File: config.mk
export PLATFORM = sky130hd
export DESIGN_NAME = entropy_reseed_sched
export DESIGN_NICKNAME = d
export VERILOG_FILES = /design/src/rtl/ers_pkg.sv /design/src/rtl/ers_tick_gen.sv /design/src/rtl/ers_wait_timer.sv /design/src/rtl/ers_hash_counter.sv /design/src/rtl/entropy_reseed_sched.sv
export SDC_FILE = /design/constraint.sdc
export NUM_CORES = 1
export LEC_CHECK = 0
export BUFFER_PORTS_ARGS = -buffer_cell sky130_fd_sc_hd__buf_4
export CAP_MARGIN = 20
export CORE_UTILIZATION = 27
export CTS_CLUSTER_SIZE = 20
export DETAILED_ROUTE_END_ITERATION = 8
export PLACE_DENSITY = 0.52
export SETUP_SLACK_MARGIN = 0.15
export SLEW_MARGIN = 5
export SYNTH_ARGS = -nofsm -noshare
export SYNTH_HDL_FRONTEND = slang
export SYNTH_SLANG_ARGS = --single-unit
File: constraint.sdc
create_clock -name clk_i -period 4.9 [get_ports clk_i]
set_input_delay 0.245 -clock clk_i [delete_from_list [all_inputs] [get_ports clk_i]]
set_output_delay 0.245 -clock clk_i [all_outputs]
set_load 0.02 [all_outputs]
File: src/rtl/ers_pkg.sv
package ers_pkg;

    // Request supervisor states
    typedef enum logic [1:0] {
        ST_IDLE = 2'd0,
        ST_WAIT = 2'd1,
        ST_FAIL = 2'd2
    } ers_state_e;

    typedef struct packed {
        ers_state_e state;
    } ers_ctrl_t;

endpackage

File: src/rtl/ers_tick_gen.sv
// Clock-cycle prescaler: one tick each time the count reaches the compare value.
module ers_tick_gen #(
    parameter int W = 10
) (
    input  logic         clk_i,
    input  logic         rst_ni,
    input  logic         start_i,
    input  logic         run_i,
    input  logic [W-1:0] cmp_i,
    output logic         tick_o
);
    localparam logic [W-1:0] ONE = W'(1);

    logic [W-1:0] pc_d, pc_q;

    always_comb begin
        pc_d = pc_q;
        if (start_i) begin
            pc_d = '0;
        end else if (run_i) begin
            if (pc_q == cmp_i) pc_d = '0;
            else               pc_d = pc_q + ONE;
        end
    end

    always_ff @(posedge clk_i or negedge rst_ni) begin
        if (!rst_ni) pc_q <= '0;
        else         pc_q <= pc_d;
    end

    assign tick_o = run_i && !start_i && (pc_q == cmp_i);

    // Between ticks the prescaler advances by exactly one per cycle
    assert_tick_spacing_R3: assert property (@(posedge clk_i) disable iff (!rst_ni)
        (run_i && !start_i && !tick_o) |=> (pc_q == $past(pc_q) + ONE));

    // A tick returns the prescaler to zero
    assert_tick_wrap_R3: assert property (@(posedge clk_i) disable iff (!rst_ni)
        tick_o |=> (pc_q == '0));

endmodule

File: src/rtl/ers_wait_timer.sv
// Tick counter compared against a limit captured when a request is issued.
module ers_wait_timer #(
    parameter int W = 16
) (
    input  logic         clk_i,
    input  logic         rst_ni,
    input  logic         start_i,
    input  logic         pend_i,
    input  logic         tick_i,
    input  logic [W-1:0] limit_cfg_i,
    output logic         expire_o
);
    localparam logic [W-1:0] ONE  = W'(1);
    localparam logic [W-1:0] TMAX = '1;

    logic [W-1:0] tm_d, tm_q;
    logic [W-1:0] lim_d, lim_q;

    always_comb begin
        tm_d  = tm_q;
        lim_d = lim_q;
        // The limit follows the input only while nothing is pending
        if (!pend_i) lim_d = limit_cfg_i;
        if (start_i) begin
            tm_d = '0;
        end else if (pend_i && tick_i && (tm_q != TMAX)) begin
            tm_d = tm_q + ONE;
        end
    end

    always_ff @(posedge clk_i or negedge rst_ni) begin
        if (!rst_ni) begin
            tm_q  <= '0;
            lim_q <= '0;
        end else begin
            tm_q  <= tm_d;
            lim_q <= lim_d;
        end
    end

    assign expire_o = pend_i && (lim_q != '0) && (tm_q == lim_q);

    // Captured limit is frozen for the whole life of a request
    assert_limit_hold_R5: assert property (@(posedge clk_i) disable iff (!rst_ni)
        (pend_i && $past(pend_i)) |-> $stable(lim_q));

    // Wait timer advances one step per tick while pending
    assert_timer_step_R3: assert property (@(posedge clk_i) disable iff (!rst_ni)
        (pend_i && tick_i && !start_i && (tm_q != TMAX)) |=> (tm_q == $past(tm_q) + ONE));

endmodule

File: src/rtl/ers_hash_counter.sv
// Saturating completed-hash counter with threshold compare and clear.
module ers_hash_counter #(
    parameter int W = 10
) (
    input  logic         clk_i,
    input  logic         rst_ni,
    input  logic         inc_i,
    input  logic         clr_i,
    input  logic [W-1:0] thr_i,
    output logic [W-1:0] cnt_o,
    output logic         hit_o
);
    localparam logic [W-1:0] ONE  = W'(1);
    localparam logic [W-1:0] CMAX = '1;

    logic [W-1:0] cnt_d, cnt_q;

    assign hit_o = (thr_i != '0) && (cnt_q >= thr_i);

    always_comb begin
        cnt_d = cnt_q;
        if (clr_i || hit_o) begin
            cnt_d = '0;
        end else if (inc_i && (cnt_q != CMAX)) begin
            cnt_d = cnt_q + ONE;
        end
    end

    always_ff @(posedge clk_i or negedge rst_ni) begin
        if (!rst_ni) cnt_q <= '0;
        else         cnt_q <= cnt_d;
    end

    assign cnt_o = cnt_q;

    assert_count_step_R8: assert property (@(posedge clk_i) disable iff (!rst_ni)
        (inc_i && !clr_i && !hit_o && (cnt_q != CMAX)) |=> (cnt_q == $past(cnt_q) + ONE));

    assert_count_saturate_R8: assert property (@(posedge clk_i) disable iff (!rst_ni)
        ((cnt_q == CMAX) && !clr_i && !hit_o) |=> (cnt_q == CMAX));

    assert_count_clear_R10: assert property (@(posedge clk_i) disable iff (!rst_ni)
        clr_i |=> (cnt_q == '0));

endmodule

File: src/rtl/entropy_reseed_sched.sv
module entropy_reseed_sched
    import ers_pkg::*;
#(
    parameter int PRESCALE_W = 10,
    parameter int TIMER_W    = 16,
    parameter int CNT_W      = 10
) (
    input  logic                  clk_i,
    input  logic                  rst_ni,
    input  logic [PRESCALE_W-1:0] prescale_i,
    input  logic [TIMER_W-1:0]    wait_limit_i,
    input  logic [CNT_W-1:0]      threshold_i,
    input  logic                  sw_req_i,
    input  logic                  sw_clr_i,
    input  logic                  hash_done_i,
    output logic                  req_o,
    input  logic                  ack_i,
    output logic                  timeout_o,
    output logic [CNT_W-1:0]      hash_cnt_o
);
    ers_ctrl_t ctrl_d, ctrl_q;

    logic refresh_hit;
    logic trigger;
    logic issue;
    logic pending;
    logic tick;
    logic expire;

    assign pending = (ctrl_q.state == ST_WAIT);
    assign trigger = sw_req_i || refresh_hit;
    assign issue   = (ctrl_q.state == ST_IDLE) && trigger;

    always_comb begin
        ctrl_d = ctrl_q;
        unique case (ctrl_q.state)
            ST_IDLE: if (trigger) ctrl_d.state = ST_WAIT;
            ST_WAIT: begin
                // An acknowledge wins over a timeout in the same cycle
                if (ack_i)       ctrl_d.state = ST_IDLE;
                else if (expire) ctrl_d.state = ST_FAIL;
            end
            ST_FAIL: ctrl_d.state = ST_FAIL;
            default: ctrl_d.state = ST_FAIL;
        endcase
    end

    always_ff @(posedge clk_i or negedge rst_ni) begin
        if (!rst_ni) ctrl_q <= '{state: ST_IDLE};
        else         ctrl_q <= ctrl_d;
    end

    ers_tick_gen #(.W(PRESCALE_W)) i_tick (
        .clk_i  (clk_i),
        .rst_ni (rst_ni),
        .start_i(issue),
        .run_i  (pending),
        .cmp_i  (prescale_i),
        .tick_o (tick)
    );

    ers_wait_timer #(.W(TIMER_W)) i_timer (
        .clk_i      (clk_i),
        .rst_ni     (rst_ni),
        .start_i    (issue),
        .pend_i     (pending),
        .tick_i     (tick),
        .limit_cfg_i(wait_limit_i),
        .expire_o   (expire)
    );

    ers_hash_counter #(.W(CNT_W)) i_count (
        .clk_i (clk_i),
        .rst_ni(rst_ni),
        .inc_i (hash_done_i),
        .clr_i (sw_clr_i),
        .thr_i (threshold_i),
        .cnt_o (hash_cnt_o),
        .hit_o (refresh_hit)
    );

    assign req_o     = pending;
    assign timeout_o = (ctrl_q.state == ST_FAIL);

    assert_fail_sticky_R7: assert property (@(posedge clk_i) disable iff (!rst_ni)
        timeout_o |=> (timeout_o && !req_o));

    assert_ack_ends_R2: assert property (@(posedge clk_i) disable iff (!rst_ni)
        (req_o && ack_i) |=> !req_o);

    assert_sw_issue_R2: assert property (@(posedge clk_i) disable iff (!rst_ni)
        (!req_o && !timeout_o && sw_req_i) |=> req_o);

    assert_refresh_issue_R9: assert property (@(posedge clk_i) disable iff (!rst_ni)
        (!req_o && !timeout_o && refresh_hit) |=> (req_o && (hash_cnt_o == '0)));

endmodule

# Yosys cells after proc, flatten, opt, wreduce, memory -nomap -nowiden
# Index checks and enable logic that the tools add are counted.
# W data, S select, Z words.
[op_classes]
n_addsub = 3
order_cmp = 1
eq_ne = 8
n_mux = 11
n_reduce_logical = 19
[op_table]
columns = ["op", "n"]
rows = [
  ["$mux W10", 5],
  ["$mux W16", 2],
  ["$add A10 B1 Y10 const B", 2],
  ["$add A16 B1 Y16 const B", 1],
  ["$eq A16 B16 Y1", 1],
  ["$ne A16 B16 Y1 const B", 1],
  ["$reduce_bool A16 Y1", 1],
  ["$eq A10 B10 Y1", 1],
  ["$ge A10 B10 Y1", 1],
  ["$ne A10 B10 Y1 const B", 1],
  ["$reduce_bool A10 Y1", 1],
  ["$logic_and A1 B1 Y1", 9],
  ["$mux W2", 3],
  ["$reduce_bool A2 Y1", 3],
  ["$pmux W2 S2", 1],
  ["$ne A3 B3 Y1 const B", 1],
  ["$eq A2 B1 Y1 const B", 1],
  ["$eq A2 B2 Y1 const B", 1],
  ["$logic_not A2 Y1", 1],
  ["$logic_or A1 B1 Y1", 2],
  ["$ne A2 B2 Y1 const B", 1],
  ["$reduce_and A2 Y1", 1],
  ["$logic_not A1 Y1", 1],
]
[totals]
reg_bits = 54
inputBits = 42
output_inout_bits = 12

# Depth between registers and ports, before layout
# Gate-level depths: netlist of run 1.
[logic_depth]
ltp_word = 11
ltp_mapped = 8
depth_no_buf = 7

# By module
# A second synthesis of run 1 with hierarchy kept.
[unflattened]
cells_unflattened = 343
area_unflattened_um2 = 3397.0
[by_module_without_submodules]
columns = ["mod", "instances", "cells_per_inst", "area_per_inst_um2", "seq_area_each_um2"]
rows = [
  ["ers_wait_timer", 1, 155, 1751.7, 800.8],
  ["ers_hash_counter", 1, 94, 818.3, 250.2],
  ["ers_tick_gen", 1, 84, 724.4, 250.2],
  ["entropy_reseed_sched", 1, 10, 102.6, 50.0],
]

# Least setup slack after synthesis of run 1
# Ideal clock, no wire load.
[synth_path]
kind = "register -> register"
startpoint = "register i_count.cnt_q[7], in the netlist i_count.cnt_o[7]"
endpoint = "register ctrl_q[0] (netlist name)"
arrival_time_ns = 2.099
required_ns = 4.779
slack_ns = 2.680
path_stages_with_launch = 8
n_path_buf = 1
cell_sequence = "dfrtp_1 ha_1 a21o_1 a21o_1 a221oi_1 o221ai_2 buf_6 a22o_1"
[synth_via]
elab_chain_cells = 5
[synth_rtl]
columns = ["element", "line_no", "source"]
rows = [
  ["from (decl)", "ers_hash_counter.sv:16", "logic [W-1:0] cnt_d, cnt_q;"],
  ["from (signal assigned)", "ers_hash_counter.sv:31", "else cnt_q <= cnt_d;"],
  ["$ge A10 B10 Y1", "ers_hash_counter.sv:18", "assign hit_o = (thr_i != '0) && (cnt_q >= thr_i);"],
  ["$logic_and A1 B1 Y1", "ers_hash_counter.sv:18", ""],
  ["$logic_or A1 B1 Y1", "entropy_reseed_sched.sv:31", "assign trigger = sw_req_i || refresh_hit;"],
  ["$ne A2 B2 Y1 (no source line)", "--", ""],
  ["$reduce_and A2 Y1 (no source line)", "--", ""],
  ["to (signal assigned)", "entropy_reseed_sched.sv:49", "if (!rst_ni) ctrl_q <= '{state: ST_IDLE};"],
  ["to (signal assigned)", "entropy_reseed_sched.sv:50", "else ctrl_q <= ctrl_d;"],
  ["to (decl)", "entropy_reseed_sched.sv:21", "ers_ctrl_t ctrl_d, ctrl_q;"],
]
# Every way passes these cells.
# A chain may end at the register's enable or synchronous reset.

# Worst setup path in the final report of run 1
[layout_path]
startpoint = "register ctrl_q[1] (netlist name)"
endpoint = "register i_timer.tm_q[5]"
[layout_via]
elab_chain_cells = 8
word_cells_on_any_way = 10
classes_between = "1 x eq/ne; 1 x mux; 8 x reduce/logical"
[layout_rtl]
columns = ["element", "line_no", "source"]
rows = [
  ["$logic_not A2 Y1", "entropy_reseed_sched.sv:32", "assign issue = (ctrl_q.state == ST_IDLE) && trigger;"],
  ["$logic_and A1 B1 Y1", "entropy_reseed_sched.sv:32", ""],
  ["$logic_not A1 Y1", "ers_tick_gen.sv:31", "assign tick_o = run_i && !start_i && (pc_q == cmp_i);"],
  ["$logic_and A1 B1 Y1 (2 in series)", "ers_tick_gen.sv:31", ""],
  ["$logic_and A1 B1 Y1 (2 in series)", "ers_wait_timer.sv:26", "end else if (pend_i && tick_i && (tm_q != TMAX)) begin"],
  ["$reduce_bool A2 Y1 (no source line)", "--", ""],
  ["to (signal assigned)", "ers_wait_timer.sv:36", "tm_q <= tm_d;"],
  ["to (decl)", "ers_wait_timer.sv:16", "logic [W-1:0] tm_d, tm_q;"],
]
# Parallel ways exist; a longest one is shown, timed or not.

==> impl_metrics.env, run 1 <==
export IMPL_clock_path_buffers=2
export IMPL_vias=2867
export IMPL_cp_start_kind="flop"
export IMPL_post_cts_resized=0
export IMPL_cts_root_buf="clkbuf_16"
export IMPL_rsz0062_at_grt="false"
export IMPL_placed_cells=582
export IMPL_setup_ws_ns=2.05
export IMPL_die_x_um=114
export IMPL_gr_total_overflow=0
export IMPL_place_ws_ns=2.06
export IMPL_post_drt_wl_per_cell_um=14.1
export IMPL_gp_congestion=0.798
export IMPL_p_leak_nw=1.90
export IMPL_post_dp_hpwl_mm=6.09
export IMPL_design_area_mm2=0.00409
export IMPL_worst_clock_skew_ns=0.00647
export IMPL_hold_viol=0
export IMPL_antenna_cells=0
export IMPL_synth_cells=376
export IMPL_timing_setup_tns_ns=0
export IMPL_final_cell_mix="nand2_1, dfrtp_1, buf_4"
export IMPL_netlist_area_leader_share_pct=39.7
export IMPL_fmax_ghz=0.351
export IMPL_nets=476
export IMPL_grt_usage_pct=13.2
export IMPL_clkTransAtPathRegs_ns=0.07
export IMPL_path_class="flop to flop"
export IMPL_timing_final_crit_share_pct=58.1
export IMPL_syn_nets=431
export IMPL_slew_violations=0
export IMPL_wl_mm=8.30
export IMPL_ios=54
export IMPL_rows=40
export IMPL_drt_iter0_markers=144
export IMPL_p_per_area_mw_per_mm2=224
export IMPL_setup_viol=0
export IMPL_nFillCells=1303
export IMPL_tightest_slew_ns=1.01
export IMPL_syn_area_per_cell_um2=9.05
export IMPL_grt_pass1_wl_mm=13.9
export IMPL_grt_pass1_vias=2814
export IMPL_critPathRequiredTime_ns=5.10
export IMPL_end_kind="flop"
export IMPL_yosysTopAreaCell="dfrtp_1"
export IMPL_cts_htree_levels=2
export IMPL_yosys_warnings=0
export IMPL_layout_min_cycle_time_ns=2.85
export IMPL_hold_ws_ns=0.00235
export IMPL_dpl_instance_area_mm2=0.00394
export IMPL_layout_cells_non_filler=590
export IMPL_yosysSeqAreaShare_pct=39.7
export IMPL_first_pass_iters=4
export IMPL_arrival_ns=3.05
export IMPL_post_cts_setup_buffers=0
export IMPL_final_common_cell="nand2_1"
export IMPL_die_y_um=114
export IMPL_synth_area_mm2=0.00340
export IMPL_ys_types=49
export IMPL_cts_hold_fix_buffers=0
export IMPL_cts_sinks=54
export IMPL_status="completed"
export IMPL_drc=0
export IMPL_drv_cap=0
export IMPL_port_buffers=53
export IMPL_grt_antenna_before_repair=0
export IMPL_synthTopCellsByArea="dfrtp_1, nand2_1, xor2_1"
export IMPL_hold_path_class="input pin to asynchronous set/reset pin"
export IMPL_antenna_left=0
export IMPL_die_area_mm2=0.0131
export IMPL_area_delta_synth_final_pct=20.0
export IMPL_drive_above_1_share_pct=17.5
export IMPL_slew_headroom_pct=32.7
export IMPL_worst_r2r_cell_count=6
export IMPL_cts_tree="built"
export IMPL_viasPerCell=4.86
export IMPL_clk_latency_ns=0.29
export IMPL_core_area_mm2=0.0122
export IMPL_initial_utilization_pct=28.0
export IMPL_cp_max_fo=35
export IMPL_synth_seq_cells=54
export IMPL_cts_buffers=5
export IMPL_vdd_drop_max_mv=0.120
export IMPL_grt_max_degree=55
-- final timing paths --
path,slack (ns),from,end
worst max-delay path,2.05,ctrl_q[1],i_timer.tm_q[5]
worst min-delay path,0.002,rst_ni,i_timer.lim_q[7]
worst max register to register,2.05,ctrl_q[1],i_timer.tm_q[5]
worst min register to register,0.53,i_timer.lim_q[10],i_timer.lim_q[10]
max in group asynchronous,4.41,rst_ni,i_timer.tm_q[10]
min in group clk_i,0.15,wait_limit_i[2],i_timer.lim_q[2]
-- metrics by stage --
stage,util (%),power [W]
2_1_floorplan,-,0.000508
5_1_grt,33.6,0.000954
3_3_place_gp,32.4,0.000556
6_report,33.6,0.000916
4_1_cts,33.6,0.000932
3_5_place_dp,32.4,0.000558
-- registers in the layout (all words and copies together), names as in the netlist --
register       cells
i_tick.pc_q       10
i_timer.tm_q      16
ctrl_q             2
i_timer.lim_q     16
i_count.cnt_o     10
-- critical path: stages (launching register included) --
cell	delay, ns
dfrtp_1	0.53
inv_2	0.17
nand2_1	0.37
inv_2	0.43
nand4_4	0.43
or4_1	0.63
a22oi_1	0.17
-- cell type report --
type / count / area (um^2) / area share [%]
Multi-Input combinational cell: 281 / 1870 / 45.9
Tap cell: 168 / 210 / 5.14
Clock inverter: 2 / 12.5 / 0.306
Clock buffer: 6 / 139 / 3.40
Timing Repair Buffer: 54 / 405 / 9.92
Sequential cell: 54 / 1350 / 33.1
Inverter: 25 / 93.8 / 2.30
-- kinds of logic after synthesis --
| family | share of synthesized area [%] |
|---|---|
| fa+ha+maj | 4.78 |
| simple gates | 25.6 |
| xor+xnor | 9.26 |
| buf+inv | 5.26 |
| flops | 39.7 |
| compound gates | 15.4 |
-- cell usage after synthesis, drive strengths merged --
cell     count
and2         2
nor2        14
o31ai       14
or2          2
xnor2       17
nand2b       1
o221ai       3
inv         25
a211oi       1
nor4         9
nor4b        1
and4         2
o21ai       10
ha          13
nand4       11
a31oi        3
o311ai       1
nand2       67
o211ai       1
a2bb2oi      1
nor3         6
and3         4
o21a         2
clkbuf      10
nand3b       1
nand4b       2
or4         16
o21bai       1
or3          3
a21oi        8
a21o         5
nand3       18
a22oi       20
a22o         1
dfrtp       54
buf          6
a221oi       1
xor2        19
nor3b        1
-- per-layer routing --
layer	up-vias	routed length [um]	global-route usage [%]
met5	-	0	0
met4	0	46	3.12
met3	4	292	2.33
met2	56	3870	22.1
met1	1359	4090	17.7
li1	1448	-	-
-- report_power, final --
| group | internal, W | total [W] | switching, W |
|---|---|---|---|
| combinational | 0.0000404 | 0.0000837 | 0.0000433 |
| sequential | 0.000454 | 0.000463 | 0.00000915 |
| clock | 0.000203 | 0.000370 | 0.000167 |
| total | 0.000697 | 0.000916 | 0.000219 |
Note: power is estimated with default switching activity, not from simulation.
==> run 2: changes to the inputs <==
PLACE_DENSITY = 0.54   (was 0.52)
clock period = 2.6 ns   (was 4.9 ns; I/O delays follow)
==> impl_metrics.env, run 2 (synthesized netlist as in run 1, its figures left out) <==
export IMPL_worstSetupStartpoint="i_count.cnt_o[7]"
export IMPL_viasPerCell=5.03
export IMPL_port_buffers=53
export IMPL_end_kind="flop"
export IMPL_hold_end="i_timer.lim_q[4]"
export IMPL_cpMostUsedCell="a21o_1"
export IMPL_drt_iter0_markers=198
export IMPL_tightest_slew_ns=0.695
export IMPL_worst_r2r_cell_count=7
export IMPL_place_ws_ns=0.182
export IMPL_vdd_drop_max_mv=0.343
export IMPL_timing_final_crit_share_pct=87.2
export IMPL_status="completed"
export IMPL_design_area_mm2=0.00419
export IMPL_path_cells="ha_1 -> a21o_1 -> a21o_1 -> a221oi_2 -> o221ai_4 -> buf_4 -> a22oi_1"
export IMPL_die_x_um=114
export IMPL_p_int_w=0.00142
export IMPL_dpl_instance_area_mm2=0.00397
export IMPL_clock_path_buffers=2
export IMPL_p_leak_nw=1.96
export IMPL_top_regs="i_timer.lim_q (16), i_timer.tm_q (16)"
export IMPL_arrival_ns=2.48
export IMPL_timing_critical_path_buf_inv=1
export IMPL_gr_total_overflow=0
export IMPL_cp_slowest_cell="a221oi_2"
export IMPL_path_delay_family="compound AO/OA/AOI/OAI gates"
export IMPL_nets=483
export IMPL_rows=40
export IMPL_cts_sinks=54
export IMPL_layout_min_cycle_time_ns=2.27
export IMPL_wl_mm=8.58
export IMPL_cts_tree="built"
export IMPL_hold_path_class="input pin to flop"
export IMPL_grt_pass1_vias=2982
export IMPL_critPathMaxStageDelay_ns=0.45
export IMPL_grt_pass1_wl_mm=14.3
export IMPL_clkTransAtPathRegs_ns=0.07
export IMPL_core_area_mm2=0.0122
export IMPL_antenna_left=0
export IMPL_grt_antenna_before_repair=0
export IMPL_hold_viol=0
export IMPL_drv_cap=0
export IMPL_p_per_area_mw_per_mm2=438
export IMPL_grt_max_degree=55
export IMPL_post_cts_setup_buffers=0
export IMPL_final_cell_mix="nand2_1, buf_4, dfrtp_1"
export IMPL_power_frac_clock_pct=43.7
export IMPL_antenna_cells=0
export IMPL_final_common_cell="nand2_1"
export IMPL_cp_start_kind="flop"
export IMPL_r2r_end="i_timer.tm_q[11]"
export IMPL_rrSetupSlack_ns=0.33
export IMPL_hp_start="wait_limit_i[4]"
export IMPL_cp_max_fo=12
export IMPL_grt_usage_pct=13.5
export IMPL_clk_latency_ns=0.29
export IMPL_layout_cells_non_filler=597
export IMPL_rsz0062_at_grt="false"
export IMPL_cts_root_buf="clkbuf_16"
export IMPL_drc=0
export IMPL_first_pass_iters=4
export IMPL_nFillCells=1272
export IMPL_power_switching_w=0.000415
export IMPL_pwr_share_seq_pct=47.5
export IMPL_vias=3001
export IMPL_post_drt_wl_per_cell_um=14.4
export IMPL_slew_headroom_pct=53.6
export IMPL_comb_power_share_pct=8.7
export IMPL_path_class="flop to flop"
export IMPL_timing_setup_tns_ns=0
export IMPL_initial_utilization_pct=28.0
export IMPL_die_y_um=114
export IMPL_fmax_ghz=0.441
export IMPL_drive_above_1_share_pct=18.9
export IMPL_gp_congestion=0.780
export IMPL_cts_buffers=5
export IMPL_min_path_cells=3
export IMPL_hold_ws_ns=0.0315
export IMPL_ios=54
export IMPL_cts_htree_levels=2
export IMPL_timing_rr_start="i_count.cnt_o[7]"
export IMPL_die_area_mm2=0.0131
export IMPL_placed_cells=587
export IMPL_worst_clock_skew_ns=0.00858
export IMPL_swShare_pct=22.6
export IMPL_slew_violations=0
export IMPL_setup_ws_ns=0.333
export IMPL_critPathRequiredTime_ns=2.81
export IMPL_post_dp_hpwl_mm=6.13
export IMPL_area_delta_synth_final_pct=23.1
export IMPL_setup_viol=0
## run 2: changes by cell type in the layout (fill, tap and decap cells not counted)
cell | previous run | this run
o221ai_4 | 0 | 1
bufinv_16 | 0 | 1
clkinv_2 | 1 | 0
inv_6 | 0 | 1
a221oi_1 | 1 | 0
clkinvlp_4 | 1 | 0
o221ai_2 | 2 | 1
a221oi_2 | 0 | 1
nand4_2 | 0 | 1
buf_4 | 54 | 59
dlygate4sd3_1 | 0 | 1
## run 2: worst max path at each step
stage,endpoint,slack [ns],cells past startpoint
2_1_floorplan,ctrl_q[0],0.38,7
3_3_place_gp,i_timer.tm_q[10],0.25,7
3_5_place_dp,i_timer.tm_q[6],0.18,7
4_1_cts,i_timer.tm_q[10],0.16,7
5_1_grt,i_tick.pc_q[0],0.13,6
6_report,i_timer.tm_q[11],0.33,7
## run 2: area by class of cell
class                      instances  area [um^2]  share of cell area (%)
timing repair buffer              60          453                    10.8
clock buffer                       6          139                    3.31
sequential                        54         1350                    32.2
inverter                          25         93.8                    2.24
tap                              168          210                    5.02
clock inverter                     2         38.8                   0.926
multi-input combinational        282         1900                    45.4
## run 2: worst reg2reg max path, delay by kind of cell, from the launching register on
kind,cells,cell delay (ns)
AOI/OAI and AO/OA,5,1.21
adders and majority gates,1,0.31
DFF,1,0.43
buffers and inverters,1,0.24
## run 2: layer usage
layer / vias up / share of wire, % / track usage [%]
met2: 68 / 47 / 22.4
met4: 0 / 0.69 / 2.94
met5: - / 0 / 0
met3: 6 / 3.7 / 2.12
met1: 1450 / 49 / 18.4
li1: 1477 / - / -
## run 2: power by group through the flow
stage	Combinational [W]	Sequential, W	Clock, W
6_report	0.000160	0.000872	0.000802
5_1_grt	0.000183	0.000875	0.000853
4_1_cts	0.000162	0.000872	0.000820
3_5_place_dp	0.000160	0.000889	0
3_3_place_gp	0.000158	0.000888	0
2_1_floorplan	0.0000687	0.000888	0
## run 2: stage by stage
step,power [W],utilization (%)
3_3_place_gp,0.00105,32.7
2_1_floorplan,0.000957,-
5_1_grt,0.00191,34.5
6_report,0.00183,34.5
3_5_place_dp,0.00105,32.7
4_1_cts,0.00185,34.2
## run 2: repair_timing
item                                    CTS  global route
gates resized for setup                   0             2
endpoints found under the hold margin    54             0
hold buffers                              1             0
endpoints found under the setup margin    0            22
==> run 3: changes to the inputs <==
HOLD_SLACK_MARGIN = 0.15   (was not set)
==> impl_metrics.env, run 3 (synthesized netlist as in run 1, its figures left out) <==
export IMPL_die_y_um=114
export IMPL_critPathMaxStageDelay_ns=0.45
export IMPL_swShare_pct=22.8
export IMPL_grt_max_degree=55
export IMPL_first_pass_iters=4
export IMPL_clk_latency_ns=0.29
export IMPL_fmax_ghz=0.441
export IMPL_cts_sinks=54
export IMPL_timing_setup_tns_ns=0
export IMPL_end_kind="flop"
export IMPL_cts_htree_levels=2
export IMPL_nets=501
export IMPL_power_switching_w=0.000423
export IMPL_area_delta_synth_final_pct=28.4
export IMPL_grt_antenna_before_repair=0
export IMPL_layout_min_cycle_time_ns=2.27
export IMPL_grt_usage_pct=13.5
export IMPL_setup_viol=0
export IMPL_cp_start_kind="flop"
export IMPL_rsz0062_at_grt="false"
export IMPL_timing_final_crit_share_pct=87.2
export IMPL_critPathRequiredTime_ns=2.81
export IMPL_grt_pass1_wl_mm=14.4
export IMPL_final_cell_mix="nand2_1, buf_4, dfrtp_1"
export IMPL_slew_violations=0
export IMPL_initial_utilization_pct=28.0
export IMPL_ios=54
export IMPL_top_regs="i_timer.lim_q (16), i_timer.tm_q (16)"
export IMPL_tightest_slew_ns=0.728
export IMPL_wl_mm=8.66
export IMPL_core_area_mm2=0.0122
export IMPL_die_area_mm2=0.0131
export IMPL_cpMostUsedCell="a21o_1"
export IMPL_drt_iter0_markers=175
export IMPL_p_int_w=0.00144
export IMPL_drive_above_1_share_pct=18.1
export IMPL_clock_path_buffers=2
export IMPL_worst_clock_skew_ns=0.00847
export IMPL_slew_headroom_pct=51.4
export IMPL_comb_power_share_pct=9.8
export IMPL_power_frac_clock_pct=43.4
export IMPL_clkTransAtPathRegs_ns=0.07
export IMPL_post_dp_hpwl_mm=6.13
export IMPL_gp_congestion=0.780
export IMPL_post_cts_setup_buffers=0
export IMPL_cts_buffers=5
export IMPL_arrival_ns=2.48
export IMPL_vias=3054
export IMPL_vdd_drop_max_mv=0.347
export IMPL_path_cells="ha_1 -> a21o_1 -> a21o_1 -> a221oi_2 -> o221ai_1 -> a31oi_1"
export IMPL_viasPerCell=4.97
export IMPL_port_buffers=53
export IMPL_finish_utilization_pct=35.9
export IMPL_status="completed"
export IMPL_gr_total_overflow=0
export IMPL_hold_viol=0
export IMPL_grt_pass1_vias=3018
export IMPL_antenna_cells=0
export IMPL_final_common_cell="nand2_1"
export IMPL_finalPower_w=0.00186
export IMPL_drv_cap=0
export IMPL_drc=0
export IMPL_path_class="flop to flop"
export IMPL_cts_tree="built"
export IMPL_hold_path_class="input pin to flop"
export IMPL_cp_max_fo=7
export IMPL_rows=40
export IMPL_dpl_instance_area_mm2=0.00397
export IMPL_die_x_um=114
export IMPL_cts_root_buf="clkbuf_16"
export IMPL_post_drt_wl_per_cell_um=14.1
export IMPL_cp_slowest_cell="a221oi_2"
export IMPL_p_per_area_mw_per_mm2=426
export IMPL_p_leak_nw=2.03
export IMPL_design_area_mm2=0.00437
export IMPL_antenna_left=0
export IMPL_pwr_share_seq_pct=46.9
## run 3: cell count changes in the layout (fill, tap and decap cells not counted)
cell / previous run / this run
dlygate4sd3_1: 1 / 19
## run 3: power groups by stage
stage          clock [W]  combinational [W]  sequential, W
3_3_place_gp           0           0.000158       0.000888
6_report        0.000807           0.000182       0.000872
3_5_place_dp           0           0.000160       0.000889
4_1_cts         0.000820           0.000183       0.000872
5_1_grt         0.000853           0.000205       0.000875
2_1_floorplan          0          0.0000687       0.000888
## run 3: timing repair
action | 4_1_cts | 5_1_grt
hold endpoints to repair | 72 | 0
hold buffers | 19 | 0
endpoints found under the setup margin | 0 | 22
resized for setup | 0 | 2
## run 3: final cells by class
cell class                 instances  area [um^2]
multi-input combinational        282         1900
clock inverter                     2         38.8
fill                            1258         7790
sequential                        54         1350
inverter                          25         93.8
tap                              168          210
timing repair buffer              78          633
clock buffer                       6          139
## run 3: routing by layer
layer	wire length (um)	global-route usage [%]	up-vias
met5	0	0	-
met4	77	2.94	0
met3	289	2.01	8
met2	4080	22.5	57
met1	4210	18.4	1476
li1	-	-	1513
## run 3: worst max-delay path: cells and delay by family (launching register included)
kind,cells,cell delay (ns)
AOI/OAI and AO/OA,5,1.45
adders and majority gates,1,0.31
DFF,1,0.43
## run 3: worst paths after layout
path | from | endpoint | slack, ns | cells past startpoint
min | sw_req_i | i_tick.pc_q[8] | 0.22 | 4
max reg2reg | i_count.cnt_o[7] | i_tick.pc_q[0] | 0.33 | 6
min in group asynchronous | rst_ni | i_timer.lim_q[8] | 0.42 | 2
min reg2reg | i_timer.lim_q[9] | i_timer.lim_q[9] | 0.52 | 2
max in group asynchronous | rst_ni | i_timer.tm_q[7] | 1.72 | 2
max | i_count.cnt_o[7] | i_tick.pc_q[0] | 0.33 | 6
## run 3: through the flow
step	worst slack (ns)	instances	hold slack, ns
2_1_floorplan	0.380	376	-0.166
3_3_place_gp	0.251	587	0.228
3_5_place_dp	0.182	587	0.231
4_1_cts	0.158	614	0.245
5_1_grt	0.132	615	0.245
6_report	0.334	615	0.219
